File: src/rtl/cpe_pkg.sv
package cpe_pkg;
  typedef enum logic [1:0] {
    OP_PROG  = 2'd0,
    OP_CACHE = 2'd1,
    OP_STAT  = 2'd2,
    OP_RESET = 2'd3
  } cpe_op_e;

  localparam int ST_WP   = 7;
  localparam int ST_FREE = 6;
  localparam int ST_IDLE = 5;

  function automatic logic [7:0] pack_status(input logic wp, input logic free,
                                             input logic idle, input logic prev_f,
                                             input logic cur_f);
    pack_status = {wp, free, idle, 3'b000, prev_f, cur_f};
  endfunction

  function automatic int cnt_width(input int n);
    cnt_width = (n > 1) ? $clog2(n) : 1;
  endfunction
endpackage

File: src/rtl/cpe_xfer.sv
module cpe_xfer #(
  parameter int XFER_CYC = 375
) (
  input  logic clk,
  input  logic rst_n,
  input  logic abort,
  input  logic start,
  input  logic prog_busy,
  output logic pending,
  output logic done
);
  localparam int CW = cpe_pkg::cnt_width(XFER_CYC);
  localparam logic [CW-1:0] LAST = CW'(XFER_CYC - 1);

  logic [CW-1:0] cnt;

  // counting is held off while an earlier program runs
  assign done = pending && !prog_busy && (cnt == LAST);

  always_ff @(posedge clk or negedge rst_n) begin
    if (!rst_n) begin
      pending <= 1'b0;
      cnt     <= '0;
    end else if (abort) begin
      pending <= 1'b0;
      cnt     <= '0;
    end else if (start) begin
      pending <= 1'b1;
      cnt     <= '0;
    end else if (done) begin
      pending <= 1'b0;
      cnt     <= '0;
    end else if (pending && !prog_busy) begin
      cnt <= cnt + 1'b1;
    end
  end
endmodule

File: src/rtl/cpe_prog_timer.sv
module cpe_prog_timer #(
  parameter int PROG_CYC = 25000
) (
  input  logic clk,
  input  logic rst_n,
  input  logic abort,
  input  logic start,
  input  logic fail_in,
  output logic active,
  output logic done,
  output logic fail_q
);
  localparam int PW = cpe_pkg::cnt_width(PROG_CYC);

  logic [PW-1:0] remain;

  assign done = active && (remain == '0);

  always_ff @(posedge clk or negedge rst_n) begin
    if (!rst_n) begin
      active <= 1'b0;
      remain <= '0;
      fail_q <= 1'b0;
    end else if (abort) begin
      active <= 1'b0;
      remain <= '0;
      fail_q <= 1'b0;
    end else if (start) begin
      // fail result captured when the page's program begins
      active <= 1'b1;
      remain <= PW'(PROG_CYC - 1);
      fail_q <= fail_in;
    end else if (done) begin
      active <= 1'b0;
    end else if (active) begin
      remain <= remain - 1'b1;
    end
  end
endmodule

File: src/rtl/cpe_result.sv
module cpe_result (
  input  logic clk,
  input  logic rst_n,
  input  logic abort,
  input  logic prog_start,
  input  logic prog_done,
  input  logic page_fail,
  output logic cur_fail,
  output logic prev_fail
);
  // two-stage pass/fail history
  always_ff @(posedge clk or negedge rst_n) begin
    if (!rst_n) begin
      cur_fail  <= 1'b0;
      prev_fail <= 1'b0;
    end else if (abort) begin
      cur_fail  <= 1'b0;
      prev_fail <= 1'b0;
    end else if (prog_start) begin
      prev_fail <= cur_fail;
      cur_fail  <= 1'b0;
    end else if (prog_done) begin
      cur_fail <= page_fail;
    end
  end
endmodule

File: src/rtl/cache_program_engine.sv
module cache_program_engine #(
  parameter int XFER_CYC = 375,
  parameter int PROG_CYC = 25000
) (
  input  logic       clk,
  input  logic       rst_n,
  input  logic       cmd_valid,
  input  logic [1:0] cmd_op,
  input  logic       load_stb,
  input  logic       wp_n,
  input  logic       fail_inject,
  output logic [7:0] status,
  output logic       ready_busy
);
  import cpe_pkg::*;

  logic xfer_pending, xfer_done;
  logic prog_active, prog_done, page_fail;
  logic cur_fail, prev_fail;
  logic final_wait, loaded;
  logic cache_free, ctl_idle;
  logic is_confirm, is_plain, accept, abort;

  assign is_confirm = cmd_valid && ((cmd_op == OP_PROG) || (cmd_op == OP_CACHE));
  assign is_plain   = (cmd_op == OP_PROG);
  // every condition must hold to take a confirm
  assign accept     = is_confirm && cache_free && wp_n && loaded;

  assign abort      = cmd_valid && (cmd_op == OP_RESET);


  assign cache_free = !xfer_pending && !final_wait;
  assign ctl_idle   = !prog_active && !xfer_pending;

  cpe_xfer #(.XFER_CYC(XFER_CYC)) u_xfer (
    .clk(clk), .rst_n(rst_n), .abort(abort), .start(accept),
    .prog_busy(prog_active), .pending(xfer_pending), .done(xfer_done)
  );

  cpe_prog_timer #(.PROG_CYC(PROG_CYC)) u_prog (
    .clk(clk), .rst_n(rst_n), .abort(abort), .start(xfer_done),
    .fail_in(fail_inject), .active(prog_active), .done(prog_done),
    .fail_q(page_fail)
  );

  cpe_result u_res (
    .clk(clk), .rst_n(rst_n), .abort(abort), .prog_start(xfer_done),
    .prog_done(prog_done), .page_fail(page_fail),
    .cur_fail(cur_fail), .prev_fail(prev_fail)
  );

  always_ff @(posedge clk or negedge rst_n) begin
    if (!rst_n) begin
      final_wait <= 1'b0;
      loaded     <= 1'b0;
    end else if (abort) begin
      final_wait <= 1'b0;
      loaded     <= 1'b0;
    end else begin
      if (accept) begin
        final_wait <= is_plain;
      end else if (prog_done && !xfer_pending) begin
        final_wait <= 1'b0;
      end
      if (accept) begin
        loaded <= 1'b0;
      end else if (load_stb && cache_free) begin
        loaded <= 1'b1;
      end
    end
  end


  assign status     = pack_status(wp_n, cache_free, ctl_idle, prev_fail, cur_fail);
  assign ready_busy = cache_free;
endmodule

File: config.mk
export PLATFORM = sky130hd
export DESIGN_NAME = cache_program_engine
export DESIGN_NICKNAME = d
export VERILOG_FILES = /design/src/rtl/cpe_pkg.sv /design/src/rtl/cpe_xfer.sv /design/src/rtl/cpe_prog_timer.sv /design/src/rtl/cpe_result.sv /design/src/rtl/cache_program_engine.sv
export SDC_FILE = /design/constraint.sdc
export NUM_CORES = 1
export LEC_CHECK = 0
export BUFFER_PORTS_ARGS = -buffer_cell sky130_fd_sc_hd__buf_2
export CORE_MARGIN = 1.5
export CORE_UTILIZATION = 30
export DETAILED_ROUTE_END_ITERATION = 16
export SKIP_LAST_GASP = 1
export SLEW_MARGIN = 20
export SYNTH_ARGS = -nofsm -noshare
export SYNTH_HDL_FRONTEND = slang
export SYNTH_SLANG_ARGS = --single-unit
export TNS_END_PERCENT = 1
File: constraint.sdc
create_clock -name clk -period 1.85 [get_ports clk]
set_clock_uncertainty 0.15 [all_clocks]
set_input_delay 0.37 -clock clk [delete_from_list [all_inputs] [get_ports clk]]
set_output_delay 0.37 -clock clk [all_outputs]
set_load 0.03 [all_outputs]
==> qor.yml <==
final_layout:
  syn_to_final_growth_pct: 30.86
  instances_no_fill: 318
  final_layout_size_suffix_gt1_share_pct: 32.93
  antenna_cells: 0
  nNetsFinal: 257
power_and_ir_drop:
  power_density_mw_per_mm2: 821.7
  vdd_ir_drop_max_mv: 0.4977
  power_switching_mw: 0.6281
  netSwitchingFraction_pct: 32.97
  p_seq_share_pct: 41.2
  p_leak_nw: 1.092
  p_clk_share_pct: 27.9
  pwr-share-comb_pct: 30.9
  p_int_mw: 1.277
logic_synthesis:
  syn_inst: 190
  syn_avg_cell_area_um2: 9.325
  yosysWarnings: 0
  ys_ff_latch: 31
  ys_async_sr_fraction_pct: 100.0
  seq_area_frac_synth_pct: 43.79
  synth_edf_count: 0
  synth.distinct_cells: 41
  ys.flop_type: "dfrtp_1"
  syn-cell-area_mm2: 0.001772
die:
  dieWidth_um: 79.85
  num_rows: 27
  dieArea_mm2: 0.006376
  ios: 17
  die_h_um: 79.85
  initial_core_util_pct: 31.59
  core_area_mm2: 0.005608
grt:
  grt_pass1_vias: 1527
  top_usage_layer: "met2"
  grt_max_degree: 32
  grt_util_met1_pct: 17.29
  grt_pass1_wl_um: 6955
  grt.met3_usage_pct: 3.429
  grt_use_met2_pct: 23.81
  antenna_found_initial: 0
  overflow: 0
  grt_use_total_pct: 14.17
placed_design:
  hpwl_um: 2995
  place.gp.congestion: 0.7455
  place_inst: 309
  dp_slack_ns: -0.06695
  io_buffers: 13
critical_path:
  endpoint_kind: "flip-flop"
  cp_data_arrival_time_ns: 1.96
  reg2reg_slack_ns: -0.05
  cp_max_fo: 7
  path_cells: "nor4_4 > buf_4 > nand4_4 > or4b_4 > a21oi_2"
  path_class: "reg2reg"
  slowest_delay_ns: 0.54
  path_delay_family: "simple AND/OR/NAND/NOR gates"
  critPathRequiredTime_ns: 1.91
  critPathSlowestCell: "or4b_4"
  critPathBufInv: 1
  start_kind: "flip-flop"
timing:
  rsz0062_at_grt: "true"
  fin_crit_sh_pct: 102.6
  setup_viol: 4
  report.final.slew_viol_count: 0
  hold_viol_final: 0
  period_needed_ns: 1.898
  fmax_mhz: 526.8
  fin_ws_ns: -0.04828
clock_tree:
  insertion_delay_ns: 0.28
  cts-root-buf: "clkbuf_8"
  cts.clk_slew.worst_paths_ns: 0.07
  cts_setup_buffers: 0
  h-tree-depth: 2
  clkSinkCount: 31
  numCtsBuffers: 5
  cts_tree: "built"
  cts_buffer_depth: 2
route:
  dr.pass1.iters: 6
  vias: 1588
  via_per_inst: 4.994
  routedWlPerCell_um: 12.81
  drc: 0
  routed_wirelength_um: 4074
  antenna_left: 0
  drtIter0Drc: 62
run_status:
  status: "complete, but fails checks"
  violations: "negative setup slack"
worst_hold_path:
  holdCritPathClass: "in2reg"
run:
  maxCapViolations: 0
## flip-flops by register name, summed over array words and instances, names as in the netlist
name and count:
u_prog.active 1, u_res.prev_fail 1, u_prog.remain 15, loaded 1, final_wait 1, u_res.cur_fail 1, u_prog.fail_q 1, u_xfer.cnt 9
u_xfer.pending 1
## path summary, 6_finish.rpt
path	start	cells past startpoint	end
max	u_prog.remain[5]	5	u_prog.remain[12]
min reg2reg	loaded	2	loaded
max reg2reg	u_prog.remain[5]	5	u_prog.remain[12]
min in group asynchronous	rst_n	3	u_prog.remain[7]
max in group asynchronous	rst_n	3	u_prog.remain[1]
min	cmd_op[0]	2	final_wait
## cell usage in the layout (no fill, tap or decap), types with 2 or more instances in the layout
cell | Yosys | final
buf_4 | 9 | 46
dfrtp_1 | 31 | 31
nand2_1 | 20 | 20
a21oi_1 | 18 | 17
o21ai_0 | 13 | 13
buf_2 | 2 | 13
inv_1 | 8 | 8
or4_1 | 8 | 8
nor2_1 | 8 | 7
o31ai_1 | 7 | 7
clkbuf_8 | 0 | 6
nand3_1 | 5 | 5
nor3_1 | 5 | 5
or3_1 | 6 | 5
a31oi_1 | 4 | 4
nor2b_1 | 3 | 3
nand4_1 | 3 | 3
o21a_1 | 3 | 3
conb_1 | 1 | 3
nor4_4 | 2 | 2
nand2b_1 | 2 | 2
nand4b_1 | 2 | 2
nor4_1 | 2 | 2
or3_2 | 2 | 2
or2_2 | 3 | 2
xnor2_1 | 2 | 2
mux2i_1 | 2 | 2
o311ai_0 | 2 | 2
ha_1 | 3 | 2
## power by group through the flow
stage / clock network [mW] / registers [mW] / logic (mW)
floorplan: 0 / 0.809 / 0.342
global placement: 0 / 0.796 / 0.585
detailed placement: 0 / 0.799 / 0.589
CTS: 0.552 / 0.787 / 0.594
global route: 0.592 / 0.793 / 0.658
finish: 0.531 / 0.786 / 0.589
## Yosys cell counts (4+ instances only)
| master | count | area (um^2) |
|---|---|---|
| a31oi_1 | 4 | 25.02 |
| o31ai_1 | 7 | 52.55 |
| buf_4 | 9 | 67.56 |
| dfrtp_1 | 31 | 775.7 |
| inv_1 | 8 | 30.03 |
| nand2_1 | 20 | 75.07 |
| o21ai_0 | 13 | 65.06 |
| nor2_1 | 8 | 30.03 |
| nor3_1 | 5 | 25.02 |
| or4_1 | 8 | 60.06 |
| or3_1 | 6 | 37.54 |
| a21oi_1 | 18 | 90.09 |
| nand3_1 | 5 | 25.02 |
## kinds of logic (layout without fill, tap and decap cells)
group | Yosys count | in the layout | share of synthesized area [%]
buf+inv | 22 | 75 | 7.133
xor+xnor | 2 | 2 | 0.9889
fa+ha+maj | 3 | 3 | 2.119
mux | 2 | 2 | 1.130
compound gates | 53 | 54 | 18.43
other cells | 1 | 3 | 0.2117
flops | 31 | 31 | 43.79
simple gates | 76 | 76 | 26.20
## repair_timing
item | CTS | global route
pin swaps | 3 | 1
endpoints found under the hold margin | 31 | 0
hold buffers | 1 | 0
gates cloned | 0 | 1
resized for setup | 1 | 3
endpoints found under the setup margin | 13 | 19
## metal layers
layer | share of wire, % | vias up
met1 | 48 | 753
met3 | 2.6 | 8
li1 | - | 807
met5 | 0 | -
met4 | 1.7 | 0
met2 | 48 | 20
## final cells by class
cell class              count  area [um^2]
fillers                   579         3289
flip-flops and latches     31        775.7
clock buffers               6        82.58
repair buffers             60        420.4
clock inverters             1        5.005
well taps                  72        90.09
inverters                   8        30.03
multi-input cells         140        914.6
## stage by stage
| step | setup TNS, ns | hold slack [ns] | instance area (um^2) | util [%] | total power [mW] |
|---|---|---|---|---|---|
| 2_1_floorplan | -0.04600 | -0.07559 | 1790 | - | 1.151 |
| 3_3_place_gp | -0.1888 | 0.2703 | 2191 | 39.07 | 1.381 |
| 3_5_place_dp | -0.5112 | 0.2767 | 2191 | 39.07 | 1.388 |
| 4_1_cts | -0.06579 | 0.1493 | 2293 | 40.90 | 1.933 |
| 5_1_grt | -1.164 | 0.1635 | 2318 | 41.34 | 2.043 |
| 6_report | -0.06933 | 0.1506 | 2318 | 41.34 | 1.905 |
No activity file was read; power rests on OpenSTA's default activity.
